--- src/rtl/ad_port_pkg.sv ---
package ad_port_pkg;
    localparam int unsigned AD_W   = 16;
    localparam int unsigned ADDR_W = 24;

    typedef enum logic [1:0] {
        ST_IDLE,
        ST_ADDR,
        ST_DATA
    } seq_state_t;

    typedef struct packed {
        logic              write;
        logic              wide;
        logic [ADDR_W-1:0] addr;
        logic [AD_W-1:0]   wdata;
    } xfer_t;

    // pad index to flag index, bytes exchanged
    function automatic int unsigned flag_of_pad(int unsigned p, int unsigned half);
        return (p < half) ? p + half : p - half;
    endfunction
endpackage

--- src/rtl/ad_seq.sv ---
module ad_seq
    import ad_port_pkg::*;
#(
    parameter int unsigned WAIT_W = 4
) (
    input  logic                clk,
    input  logic                rst_n,
    input  logic                req_valid,
    input  xfer_t               req,
    input  logic [WAIT_W-1:0]   cfg_wait,
    input  logic                port_off,
    input  logic [AD_W-1:0]     pad_in,
    output seq_state_t          st,
    output xfer_t               cur,
    output logic                ale,
    output logic                busy,
    output logic                done,
    output logic [AD_W-1:0]     rd_data
);
    localparam int unsigned HALF = AD_W / 2;

    seq_state_t        st_nx;
    logic [WAIT_W-1:0] cnt;
    logic [WAIT_W-1:0] wait_l;
    logic              take;
    logic              last;

    assign take = req_valid && !port_off;
    assign last = (cnt == '0);

    always_comb begin
        st_nx = st;
        unique case (st)
            ST_IDLE: if (take) st_nx = ST_ADDR;
            ST_ADDR: st_nx = ST_DATA;
            ST_DATA: if (last) st_nx = ST_IDLE;
            default: st_nx = ST_IDLE;
        endcase
    end

    always_ff @(posedge clk or negedge rst_n) begin
        if (!rst_n) begin
            st      <= ST_IDLE;
            cnt     <= '0;
            wait_l  <= '0;
            cur     <= '0;
            done    <= 1'b0;
            rd_data <= '0;
        end else begin
            st   <= st_nx;
            done <= 1'b0;
            unique case (st)
                ST_IDLE: if (take) begin
                    cur    <= req;
                    wait_l <= cfg_wait;
                end
                ST_ADDR: cnt <= wait_l;
                ST_DATA: begin
                    if (last) begin
                        done <= 1'b1;
                        if (!cur.write)
                            rd_data <= cur.wide ? pad_in
                                                : {{HALF{1'b0}}, pad_in[HALF-1:0]};
                    end else begin
                        cnt <= cnt - 1'b1;
                    end
                end
                default: ;
            endcase
        end
    end

    always_comb begin
        ale  = (st == ST_ADDR);
        busy = (st != ST_IDLE) || port_off;
    end


    ale_one_cycle_chk: assert property (@(posedge clk) disable iff (!rst_n)
        ale |=> !ale);

    done_pulse_chk: assert property (@(posedge clk) disable iff (!rst_n)
        done |=> !done);

    done_after_data_chk: assert property (@(posedge clk) disable iff (!rst_n)
        done |-> ($past(st) == ST_DATA) && (st == ST_IDLE));

    data_hold_chk: assert property (@(posedge clk) disable iff (!rst_n)
        (st == ST_DATA && cnt != '0) |=> (st == ST_DATA) && !ale);

    port_off_idle_chk: assert property (@(posedge clk) disable iff (!rst_n)
        (port_off && st == ST_IDLE) |=> (st == ST_IDLE));
endmodule

--- src/rtl/ad_lanes.sv ---
module ad_lanes
    import ad_port_pkg::*;
(
    input  seq_state_t      st,
    input  xfer_t           cur,
    output logic [AD_W-1:0] drv,
    output logic [AD_W-1:0] drv_oe
);
    localparam int unsigned HALF = AD_W / 2;

    always_comb begin
        drv    = '0;
        drv_oe = '0;
        unique case (st)
            ST_IDLE: ;
            ST_ADDR: begin
                drv_oe = '1;
                if (cur.wide) drv = cur.addr[AD_W-1:0];
                else          drv = cur.addr[ADDR_W-1:HALF];
            end
            ST_DATA: begin
                if (cur.wide) begin
                    drv    = cur.wdata;
                    drv_oe = cur.write ? '1 : '0;
                end else begin
                    drv    = {cur.addr[HALF-1:0], cur.wdata[HALF-1:0]};
                    drv_oe = {{HALF{1'b1}}, {HALF{cur.write}}};
                end
            end
            default: ;
        endcase
    end
endmodule

--- src/rtl/ad_pinsel.sv ---
module ad_pinsel
    import ad_port_pkg::*;
#(
    parameter int unsigned GRP_SZ = 4
) (
    input  logic                     port_off,
    input  logic [AD_W/GRP_SZ-1:0]   grp_en,
    input  logic [AD_W-1:0]          drv,
    input  logic [AD_W-1:0]          drv_oe,
    input  logic [AD_W-1:0]          flag_dir,
    input  logic [AD_W-1:0]          flag_out,
    input  logic [AD_W-1:0]          ad_in,
    output logic [AD_W-1:0]          flag_in,
    output logic [AD_W-1:0]          ad_out,
    output logic [AD_W-1:0]          ad_oe
);
    localparam int unsigned HALF = AD_W / 2;

    for (genvar p = 0; p < AD_W; p++) begin : g_pad
        localparam int unsigned F = flag_of_pad(p, HALF);
        logic own;
        assign own        = port_off | grp_en[F / GRP_SZ];
        assign ad_out[p]  = own ? flag_out[F] : drv[p];
        assign ad_oe[p]   = own ? flag_dir[F] : drv_oe[p];
        assign flag_in[F] = ad_in[p];
    end
endmodule

--- src/rtl/mux_ad_port.sv ---
module mux_ad_port
    import ad_port_pkg::*;
#(
    parameter int unsigned WAIT_W = 4,
    parameter int unsigned GRP_SZ = 4,
    localparam int unsigned NGRP  = AD_W / GRP_SZ
) (
    input  logic              clk,
    input  logic              rst_n,
    input  logic              req_valid,
    input  logic              req_write,
    input  logic              req_wide,
    input  logic [ADDR_W-1:0] req_addr,
    input  logic [AD_W-1:0]   req_wdata,
    input  logic [WAIT_W-1:0] cfg_wait,
    input  logic              cfg_port_off,
    input  logic [NGRP-1:0]   cfg_flag_grp,
    input  logic [AD_W-1:0]   flag_dir,
    input  logic [AD_W-1:0]   flag_out,
    output logic [AD_W-1:0]   flag_in,
    input  logic [AD_W-1:0]   ad_in,
    output logic [AD_W-1:0]   ad_out,
    output logic [AD_W-1:0]   ad_oe,
    output logic              ale,
    output logic              busy,
    output logic              done,
    output logic [AD_W-1:0]   rd_data
);
    xfer_t           req;
    xfer_t           cur;
    seq_state_t      st;
    logic [AD_W-1:0] drv;
    logic [AD_W-1:0] drv_oe;

    assign req = '{write: req_write, wide: req_wide, addr: req_addr, wdata: req_wdata};

    ad_seq #(.WAIT_W(WAIT_W)) i_seq (
        .clk(clk), .rst_n(rst_n), .req_valid(req_valid), .req(req),
        .cfg_wait(cfg_wait), .port_off(cfg_port_off), .pad_in(ad_in),
        .st(st), .cur(cur), .ale(ale), .busy(busy), .done(done), .rd_data(rd_data)
    );

    ad_lanes i_lanes (
        .st(st), .cur(cur), .drv(drv), .drv_oe(drv_oe)
    );

    ad_pinsel #(.GRP_SZ(GRP_SZ)) i_pinsel (
        .port_off(cfg_port_off), .grp_en(cfg_flag_grp), .drv(drv), .drv_oe(drv_oe),
        .flag_dir(flag_dir), .flag_out(flag_out), .ad_in(ad_in),
        .flag_in(flag_in), .ad_out(ad_out), .ad_oe(ad_oe)
    );


    word_read_release_chk: assert property (@(posedge clk) disable iff (!rst_n)
        (st == ST_DATA && !cur.write && cur.wide && !cfg_port_off && cfg_flag_grp == '0)
        |-> (ad_oe == '0));

    idle_quiet_chk: assert property (@(posedge clk) disable iff (!rst_n)
        (!busy && cfg_flag_grp == '0) |-> (ad_oe == '0) && !ale);
endmodule

--- config.mk ---
export PLATFORM = sky130hd
export DESIGN_NAME = mux_ad_port
export DESIGN_NICKNAME = d
export VERILOG_FILES = /design/src/rtl/ad_port_pkg.sv /design/src/rtl/ad_seq.sv /design/src/rtl/ad_lanes.sv /design/src/rtl/ad_pinsel.sv /design/src/rtl/mux_ad_port.sv
export SDC_FILE = /design/constraint.sdc
export NUM_CORES = 1
export LEC_CHECK = 0
export BUFFER_PORTS_ARGS = -buffer_cell sky130_fd_sc_hd__buf_2
export CAP_MARGIN = 40
export CORE_MARGIN = 3
export CORE_UTILIZATION = 48
export DETAILED_ROUTE_END_ITERATION = 10
export PLACE_DENSITY = 0.92
export SKIP_LAST_GASP = 1
export SYNTH_ARGS = -nofsm -noshare
export SYNTH_HDL_FRONTEND = slang
export SYNTH_SLANG_ARGS = --single-unit
--- constraint.sdc ---
create_clock -name clk -period 2 [get_ports clk]
set_input_delay 0.1 -clock clk [delete_from_list [all_inputs] [get_ports clk]]
set_output_delay 0.1 -clock clk [all_outputs]
set_load 0.01 [all_outputs]
==> results.toml, run 1 <==
[floorplan]
io_pins = 169
rows = 31
core_area_um2 = 7486
die_y_um = 95.20
dieArea_um2 = 9062
initial_core_util_pct = 51.01
die_x_um = 95.20

[sta]
slew_viol_final = 0
setup_viol = 5
finalCritPeriodShare_pct = 100.6
finalClockSkew_ns = 0.008001
relSlewSlack_pct = 54.34
fin_ws_ns = -0.01233
period_minus_slack_ns = 2.012
rsz0062_at_grt = "true"
hold_viol = 0
tightestPinTransition_ns = 0.6849
fmax_mhz = 496.9

[logic_synthesis]
ys.flop_type = "dfrtp_1"
yosysMostFrequentCell = "dfrtp_1"
yosysWarnings = 0
syn_inst = 345
synth.largest_area_cell = "dfrtp_1"
ys_seq_area_share_pct = 45.22
avgSynthCellArea_um2 = 11.07
synth_top_area_share_pct = 45.22
synthTopCellsByCount = "dfrtp_1, mux2_1, nand2_1, mux2_2, o21ai_0"
async_flop_share_pct = 100.0
synth_edf_count = 0
netlist_area_um2 = 3819
ys_types = 36
ys_ff_latch = 69
syn_nets = 455
ys_top_cells_by_area = "dfrtp_1, mux2_1, mux2_2, nand2_1, buf_4"

[global_route]
track_usage_pct = 27.00
grt-ovfl-total = 0
grt_pass1_vias = 3768
antenna_found_initial = 1
grt_max_degree = 42
grt_pass1_wl_um = 18440

[drt]
wl_um = 12550
routed_via_density = 5.490
vias = 3678
drc = 0
drtIter0Drc = 198
drt-pass1-iter-count = 5
antenna_left = 0
routedWlPerCell_um = 18.73

[pwr]
power_frac_seq_pct = 36.4
p_per_area_nw_per_um2 = 1267
p_sw_uw = 2770
power.internal_uw = 4366
switching_share_pct = 38.82
combinationalPowerShare_pct = 47.4
worst_ir_drop_vdd_uv = 818.1
p_leak_uw = 0.002739
clock_power_share_pct = 16.2

[layout]
syn2layout_area_growth_pct = 47.51
design_area_um2 = 5633
regArea_um2 = 1728
drive_gt1_share_pct = 45.69
filler_cell_count = 471
final_nets = 674
multiInputGateArea_um2 = 1946
utilization_pct = 75.25

[clock_tree]
cts_sinks = 69
clockRootBuffer = "clkbuf_8"
cts_buffers = 9
cts.clk_slew.worst_paths_ns = 0.08
cts_buffer_depth = 2
cts_tree = "yes"
clkLatencyLatePin_ns = 0.34
htree_levels = 3

[placement]
gp_congestion = 0.8700
numPortBuffers = 168
dpl_cell_area_um2 = 4681
hpwl_um = 7770

[worst_setup_path]
cp.arrival_ns = 1.91
critPathKind = "flop to primary output"
crit_slowest_cell = "dfrtp_2"
critical_path_required_ns = 1.90
path_max_fanout = 10
slowest_delay_ns = 0.45
critical_path.cell_chain = "inv_2 > ha_1 > buf_6 > and4bb_2 > a22oi_1 > nand2_1 > buf_2"
critPathLaunchType = "flop"
end_kind = "primary output"

[flow_run]
cap_violations = 0

[min_path]
hp-class = "input port to flop"

[status]
violations = "setup timing"
status = "finished, violations left"
## power by group through the flow
stage	Clock [uW]	Combinational, uW	Sequential [uW]
after floorplan	0	1940	2480
after global placement	0	2790	2500
after detailed placement	0	2900	2560
after CTS	1170	3110	2540
after global routing	1240	3630	2660
final	1160	3380	2590
## logic make-up after synthesis
| family | synth area share [%] |
|---|---|
| mux | 23.85 |
| simple gates | 10.32 |
| buf+inv | 6.520 |
| compound gates | 11.47 |
| fa+ha+maj | 2.621 |
| flops | 45.22 |
## repair_timing
action | in CTS | in global routing
pin swaps | 1 | 6
setup endpoints to repair | 25 | 24
hold buffers | 61 | 0
endpoints found under the hold margin | 88 | 0
buffers inserted | 1 | 3
gates resized for setup | 8 | 15
## worst paths after layout
kind	depth (start not counted)	start	to	slack, ns
setup reg to reg	5	i_seq.cnt[0]	i_seq.st[0]	0.17
hold reg to reg	1	i_seq.cur[8]	i_seq.cur[8]	0.50
hold / removal	3	ad_in[9]	i_seq.rd_data[9]	0.01
min in group asynchronous	2	rst_n	i_seq.rd_data[8]	0.33
max in group asynchronous	3	rst_n	i_seq.cur[20]	1.01
setup / recovery	7	i_seq.st[1]	ad_out[15]	-0.01
## flip-flops by register name, indices dropped and copies added, names as in the netlist
| name | cells |
|---|---|
| i_seq.wait_l | 4 |
| i_seq.cur | 42 |
| i_seq.st | 2 |
| i_seq.done | 1 |
| i_seq.rd_data | 16 |
| i_seq.cnt | 4 |
## per-stage QoR
| stage | setup TNS (ns) | cells | hold slack [ns] | total power [uW] | setup WS (ns) |
|---|---|---|---|---|---|
| 3_3_place_gp | 0 | 587 | 0.1655 | 5299 | 0.2650 |
| 6_report | -0.03101 | 670 | 0.01483 | 7136 | -0.01233 |
| 2_1_floorplan | 0 | 345 | -0.1956 | 4425 | 0.3151 |
| 4_1_cts | -0.05170 | 665 | 0.002342 | 6817 | -0.04191 |
| 3_5_place_dp | 0 | 587 | 0.1709 | 5458 | 0.1807 |
| 5_1_grt | -0.6228 | 669 | 0.02537 | 7531 | -0.07482 |
## layout make-up
class                           instances  share of cell area [%]
Multi-Input combinational cell        233                   34.54
Sequential cell                        69                   30.68
Timing Repair Buffer                  244                   28.50
Clock buffer                           10                   2.266
Tap cell                               99                   2.199
Clock inverter                          6                   1.266
Inverter                                7                  0.4665
Antenna cell                            2                 0.08885
## worst max-delay path: cells and delay by family (launching register included)
| family | cells | cell delay [ns] |
|---|---|---|
| compound gates | 1 | 0.09 |
| fa+ha+maj | 1 | 0.23 |
| buf+inv | 3 | 0.42 |
| simple gates | 2 | 0.40 |
| flops | 1 | 0.45 |
## routing by layer
layer	vias up	global-route usage, %	wire length, um
li1	1649	-	-
met1	1781	29.36	4566
met2	195	48.10	6553
met3	53	5.209	815
met4	0	16.59	609
met5	-	0	0
## layout by cell type (no fill, tap or decap), types with 2 or more instances in the layout
| cell type | count |
|---|---|
| ha_1 | 6 |
| o21ai_0 | 22 |
| nor3_4 | 2 |
| and4bb_4 | 2 |
| a21oi_4 | 2 |
| dfrtp_1 | 68 |
| nor2b_1 | 2 |
| ha_4 | 2 |
| nand2_1 | 44 |
| buf_4 | 11 |
| nand2b_1 | 4 |
| o21ai_1 | 13 |
| a22oi_2 | 8 |
| inv_2 | 3 |
| clkbuf_8 | 9 |
| a22oi_1 | 9 |
| buf_12 | 3 |
| or2_2 | 4 |
| dlygate4sd3_1 | 61 |
| a21o_1 | 8 |
| a21oi_1 | 3 |
| mux2_1 | 48 |
| inv_1 | 4 |
| clkinvlp_4 | 2 |
| mux2_2 | 32 |
| nor2_1 | 6 |
| and4bb_2 | 2 |
| buf_2 | 168 |
| diode_2 | 2 |
| inv_6 | 2 |
Note: power is estimated with default switching activity, not from simulation.
==> run 2: changes to the inputs <==
--- a/config.mk
+++ b/config.mk
@@ -5,12 +5,13 @@
 export SDC_FILE = /design/constraint.sdc
 export NUM_CORES = 1
 export LEC_CHECK = 0
-export BUFFER_PORTS_ARGS = -buffer_cell sky130_fd_sc_hd__buf_2
+export ABC_AREA = 1
 export CAP_MARGIN = 40
 export CORE_MARGIN = 3
-export CORE_UTILIZATION = 48
+export CORE_UTILIZATION = 60
 export DETAILED_ROUTE_END_ITERATION = 10
-export PLACE_DENSITY = 0.92
+export DONT_BUFFER_PORTS = 1
+export PLACE_DENSITY = 0.87
 export SKIP_LAST_GASP = 1
 export SYNTH_ARGS = -nofsm -noshare
 export SYNTH_HDL_FRONTEND = slang
==> constraint.sdc (replaced) <==
create_clock -name clk -period 2 [get_ports clk]
set_input_delay 0.1 -clock clk [delete_from_list [all_inputs] [get_ports clk]]
set_output_delay 0.1 -clock clk [all_outputs]
set_load 0.005 [all_outputs]
==> results.toml, run 2 <==
[layout]
final_nets = 617
reg_top3 = "i_seq.cur x42, i_seq.rd_data x16"
drive_gt1_share_pct = 14.06
syn2layout_area_growth_pct = 20.48
antennaDiodeCount = 0
filler_cell_count = 391
largest_reg_flops = 42
multiInputGateArea_um2 = 1839
layout_commonest_cell = "nand2_1"
top_register = "i_seq.cur"
layout_common_cells = "nand2_1, dfrtp_1, dlygate4sd3_1"
regArea_um2 = 1727

[min_path]
hp-class = "input port to flop"

[logic_synthesis]
synth.largest_area_cell = "dfrtp_1"
syn_nets = 572
yosysMostFrequentCell = "nand2_1"
ys_ff_latch = 69
async_flop_share_pct = 100.0
ys_types = 24
synth_edf_count = 0
syn_inst = 462
yosysWarnings = 0
avgSynthCellArea_um2 = 8.490
ys.flop_type = "dfrtp_1"
ys_seq_area_share_pct = 44.02
synthTopCellsByCount = "nand2_1, dfrtp_1, a21oi_1, inv_1, mux2_4"
ys_top_cells_by_area = "dfrtp_1, nand2_1, mux2_4, a21oi_1, buf_4"
netlist_area_um2 = 3923
synth_top_area_share_pct = 44.02

[sta]
fin_ws_ns = 0.04383
period_minus_slack_ns = 1.956
setup_viol = 0
rsz0062_at_grt = "true"
finalCritPeriodShare_pct = 97.81
slew_viol_final = 0
fmax_mhz = 511.2
tightestPinTransition_ns = 0.3651
relSlewSlack_pct = 75.64
finalClockSkew_ns = 0.008362
hold_viol = 0

[drt]
routedWlPerCell_um = 18.82
drc = 0
drtIter0Drc = 259
drt-pass1-iter-count = 5
vias = 3390
wl_um = 11050
routed_via_density = 5.775
antenna_left = 0

[pwr]
worst_ir_drop_vdd_uv = 831.0
p_leak_uw = 0.002429
p_total_uw = 6650
p_per_area_nw_per_um2 = 1407

[clock_tree]
clockRootBuffer = "clkbuf_8"
clkLatencyLatePin_ns = 0.34
cts.clk_slew.worst_paths_ns = 0.07
htree_levels = 3
cts_buffers = 9
cts_tree = "yes"
cts_buffer_depth = 2
cts_sinks = 69

[worst_setup_path]
critical_path_required_ns = 1.90
slowest_delay_ns = 0.40
critPathKind = "flop to primary output"
cpMostUsedCell = "nand2_1"
regToRegSetupSlack_ns = 0.20
cp.arrival_ns = 1.86
end_kind = "primary output"
critPathLaunchType = "flop"
critical_path.cell_chain = "inv_1 > ha_1 > clkinvlp_4 > buf_12 > nor2_4 > nand2_1 > nand2_1"
crit_slowest_cell = "dfrtp_1"
path_max_fanout = 5

[placement]
numPortBuffers = 0
hpwl_um = 7043
pre_cts_ws_ns = 0.2675
gp_congestion = 0.8580

[floorplan]
dieArea_um2 = 7544
io_pins = 169
core_area_um2 = 6131
rows = 28
die_y_um = 86.86
die_x_um = 86.86
initial_core_util_pct = 63.98

[flow_run]
cap_violations = 0

[global_route]
grt_max_degree = 70
antenna_found_initial = 0
grt_pass1_vias = 3284
grt-ovfl-total = 0
grt_pass1_wl_um = 16840
track_usage_pct = 29.43

[status]
status = "complete, no violations"
## run 2: cell types whose count changed in the layout (fill, tap and decap cells not counted), moves of 10 or more
cell / before / now
buf_2: 168 / 0
nor2_1: 6 / 20
a21oi_1: 3 / 34
inv_1: 4 / 24
o21ai_1: 13 / 3
mux2_4: 0 / 23
mux2_1: 48 / 0
mux2_2: 32 / 5
nand3_1: 0 / 22
nand2_1: 44 / 167
## run 2: routing by layer
layer | global-route usage, % | wire length [um] | vias to the layer above
met5 | 0 | 0 | -
met4 | 12.32 | 364 | 0
met3 | 5.866 | 788 | 38
met2 | 52.17 | 5780 | 204
met1 | 34.53 | 4113 | 1588
li1 | - | - | 1560
## run 2: per-stage QoR
step / util (%) / cell area, um2 / instances / setup TNS [ns] / hold WS (ns)
2_1_floorplan: - / 3923 / 462 / 0 / -0.1956
3_3_place_gp: 62.18 / 3812 / 505 / 0 / -0.1935
3_5_place_dp: 62.18 / 3812 / 505 / 0 / -0.1931
4_1_cts: 76.78 / 4707 / 586 / 0 / 0.06194
5_1_grt: 77.08 / 4726 / 587 / -0.7731 / 0.08556
6_report: 77.08 / 4726 / 587 / 0 / 0.07629
## run 2: area by class of cell
| type | instances | area share [%] |
|---|---|---|
| Tap cell | 75 | 1.986 |
| Sequential cell | 69 | 36.54 |
| Clock buffer | 11 | 3.204 |
| Timing Repair Buffer | 70 | 15.67 |
| Clock inverter | 5 | 1.244 |
| Inverter | 29 | 2.436 |
| Multi-Input combinational cell | 328 | 38.92 |
## run 2: worst paths after layout
path	cells past startpoint	from	endpoint
max	7	i_seq.st[1]	ad_oe[7]
min	2	req_valid	i_seq.cur[22]
max reg2reg	7	i_seq.st[0]	i_seq.rd_data[12]
min reg2reg	2	i_seq.rd_data[2]	i_seq.rd_data[2]
max in group asynchronous	2	rst_n	i_seq.wait_l[3]
min in group asynchronous	2	rst_n	i_seq.cur[1]
## run 2: logic make-up (layout without fill, tap and decap cells)
family	count (synthesis)	after routing	synth area share [%]
and+or+nand+nor	226	226	24.88
DFF	69	69	44.02
AOI/OAI and AO/OA	66	66	8.931
buffers and inverters	65	115	9.378
muxes	28	28	10.24
adders and majority gates	8	8	2.552
## run 2: timing repair
item                                   in CTS  in global routing
buffers inserted                            1                  1
endpoints found under the hold margin     131                  0
hold buffers                               64                  0
gates resized for setup                     2                  6
pin swaps                                   0                  0
setup endpoints to repair                   7                 28
## run 2: critical path: cells and delay by family (launching register included)
family	cells	cell delay (ns)
buf+inv	3	0.38
flops	1	0.40
fa+ha+maj	1	0.34
simple gates	3	0.40
## run 2: power by group
part / internal, uW / switching [uW] / total (uW)
clock network: 644 / 538 / 1180
logic: 1200 / 1740 / 2940
registers: 2070 / 453 / 2530
==> run 3: changes to the inputs <==
--- a/config.mk
+++ b/config.mk
@@ -12,6 +12,7 @@
 export DETAILED_ROUTE_END_ITERATION = 10
 export DONT_BUFFER_PORTS = 1
 export PLACE_DENSITY = 0.87
+export SETUP_SLACK_MARGIN = 0.5
 export SKIP_LAST_GASP = 1
 export SYNTH_ARGS = -nofsm -noshare
 export SYNTH_HDL_FRONTEND = slang
==> results.toml, run 3 (synthesized netlist as in run 2, its figures left out) <==
[status]
status = "finished, violations left"
violations = "hold timing"

[worst_setup_path]
critical_path.cell_chain = "inv_2 > ha_4 > clkinvlp_4 > buf_12 > nor2_8 > nand2_4 > nand2_2"
rr_startpoint = "i_seq.st[0]"
critical_path_required_ns = 1.90
end_kind = "primary output"
slowest_delay_ns = 0.38
cp-startpoint = "i_seq.st[1]"
critPathKind = "flop to primary output"
cp.arrival_ns = 1.70
critPathLaunchType = "flop"
crit_slowest_cell = "dfrtp_1"
path_max_fanout = 5

[layout]
syn2layout_area_growth_pct = 26.83
multiInputGateArea_um2 = 1996
regArea_um2 = 1727
layout_common_cells = "nand2_1, dfrtp_1, dlygate4sd3_1"
drive_gt1_share_pct = 22.99
layout_commonest_cell = "nand2_1"
largest_reg_flops = 42
top_register = "i_seq.cur"
antennaDiodeCount = 0
reg_top3 = "i_seq.cur x42, i_seq.rd_data x16"
final_cells = 597
final_nets = 627
filler_cell_count = 345

[sta]
period_minus_slack_ns = 1.796
slew_viol_final = 0
hold_viol = 69
relSlewSlack_pct = 69.44
rsz0062_at_grt = "true"
fin_ws_ns = 0.2038
finalCritPeriodShare_pct = 89.81
setup_viol = 0
setup_tns_ns = 0
finalClockSkew_ns = 0.008778
fmax_mhz = 556.7
whs_ns = -0.5622
tightestPinTransition_ns = 0.4579

[placement]
hpwl_um = 7043
numPortBuffers = 0
gp_congestion = 0.8580
dp_cells = 505
pre_cts_ws_ns = 0.2675

[drt]
routed_via_density = 5.908
routedWlPerCell_um = 20.70
vias = 3527
drtIter0Drc = 361
drt-pass1-iter-count = 5
antenna_left = 0
drc = 0
wl_um = 12360

[floorplan]
io_pins = 169
dieArea_um2 = 7544
rows = 28
die_x_um = 86.86
initial_core_util_pct = 63.98
core_area_um2 = 6131
die_y_um = 86.86

[flow_run]
cap_violations = 0

[clock_tree]
cts_sinks = 69
clockRootBuffer = "clkbuf_8"
htree_levels = 3
cts.clk_slew.worst_paths_ns = 0.08
cts_buffer_depth = 2
cts_buffers = 9
cts_tree = "yes"
hold_buffers = 62
clkLatencyLatePin_ns = 0.35

[pwr]
p_leak_uw = 0.002552
p_per_area_nw_per_um2 = 1445
worst_ir_drop_vdd_uv = 939.1
p_total_uw = 7186

[global_route]
grt_max_degree = 70
track_usage_pct = 32.84
antenna_found_initial = 0
grt_pass1_wl_um = 18750
grt-ovfl-total = 0
grt_pass1_vias = 3621

[min_path]
hp-class = "input port to async pin"
-- run 3: repair_timing --
item / in CTS / in global routing
hold endpoints to repair: 131 / 69
setup endpoints to repair: 92 / 57
gates cloned: 2 / 0
buffers inserted: 12 / 0
resized for setup: 46 / 20
pin swaps: 14 / 10
-- run 3: metrics by stage --
step                      utilization (%)  area, um2  hold WS (ns)
after CTS                           80.35       4926       -0.5652
final                               81.14       4975       -0.5622
after global placement              62.18       3812       -0.1935
after floorplan                         -       3923       -0.1956
after global routing                81.14       4975       -0.5722
after detailed placement            62.18       3812       -0.1931
-- run 3: critical path: cells and delay by family (launching register included) --
kind / cells / cell delay (ns)
and+or+nand+nor: 3 / 0.36
adders and majority gates: 1 / 0.28
buffers and inverters: 3 / 0.32
DFF: 1 / 0.38
-- run 3: final cells by class --
class                           count  share of cell area (%)
Multi-Input combinational cell    328                   40.12
Sequential cell                    69                   34.71
Timing Repair Buffer               80                   16.60
Clock buffer                       11                   3.043
Inverter                           29                   2.465
Tap cell                           75                   1.886
Clock inverter                      5                   1.182
-- run 3: final timing paths --
check	slack, ns	endpoint	cells after the start
max	0.20	ad_oe[14]	7
min in group clk	0.11	i_seq.st[0]	4
min	-0.56	i_seq.cur[1]	0
min reg2reg	0.50	i_seq.rd_data[2]	2
max in group asynchronous	2.44	i_seq.cur[14]	0
max reg2reg	0.50	i_seq.cnt[2]	7
-- run 3: power by group --
| part | internal (uW) | leakage [uW] | switching (uW) |
|---|---|---|---|
| registers | 2070 | 0.000790 | 488 |
| logic | 1420 | 0.00166 | 2010 |
| clock network | 644 | 0.000102 | 551 |
| total | 4140 | 0.00255 | 3050 |
-- run 3: layer usage --
layer,vias up,wire length [um],GRT usage (%)
li1,1578,-,-
met4,0,504,14.87
met5,-,0,0
met1,1661,4323,37.30
met2,243,6497,58.39
met3,45,1035,7.474
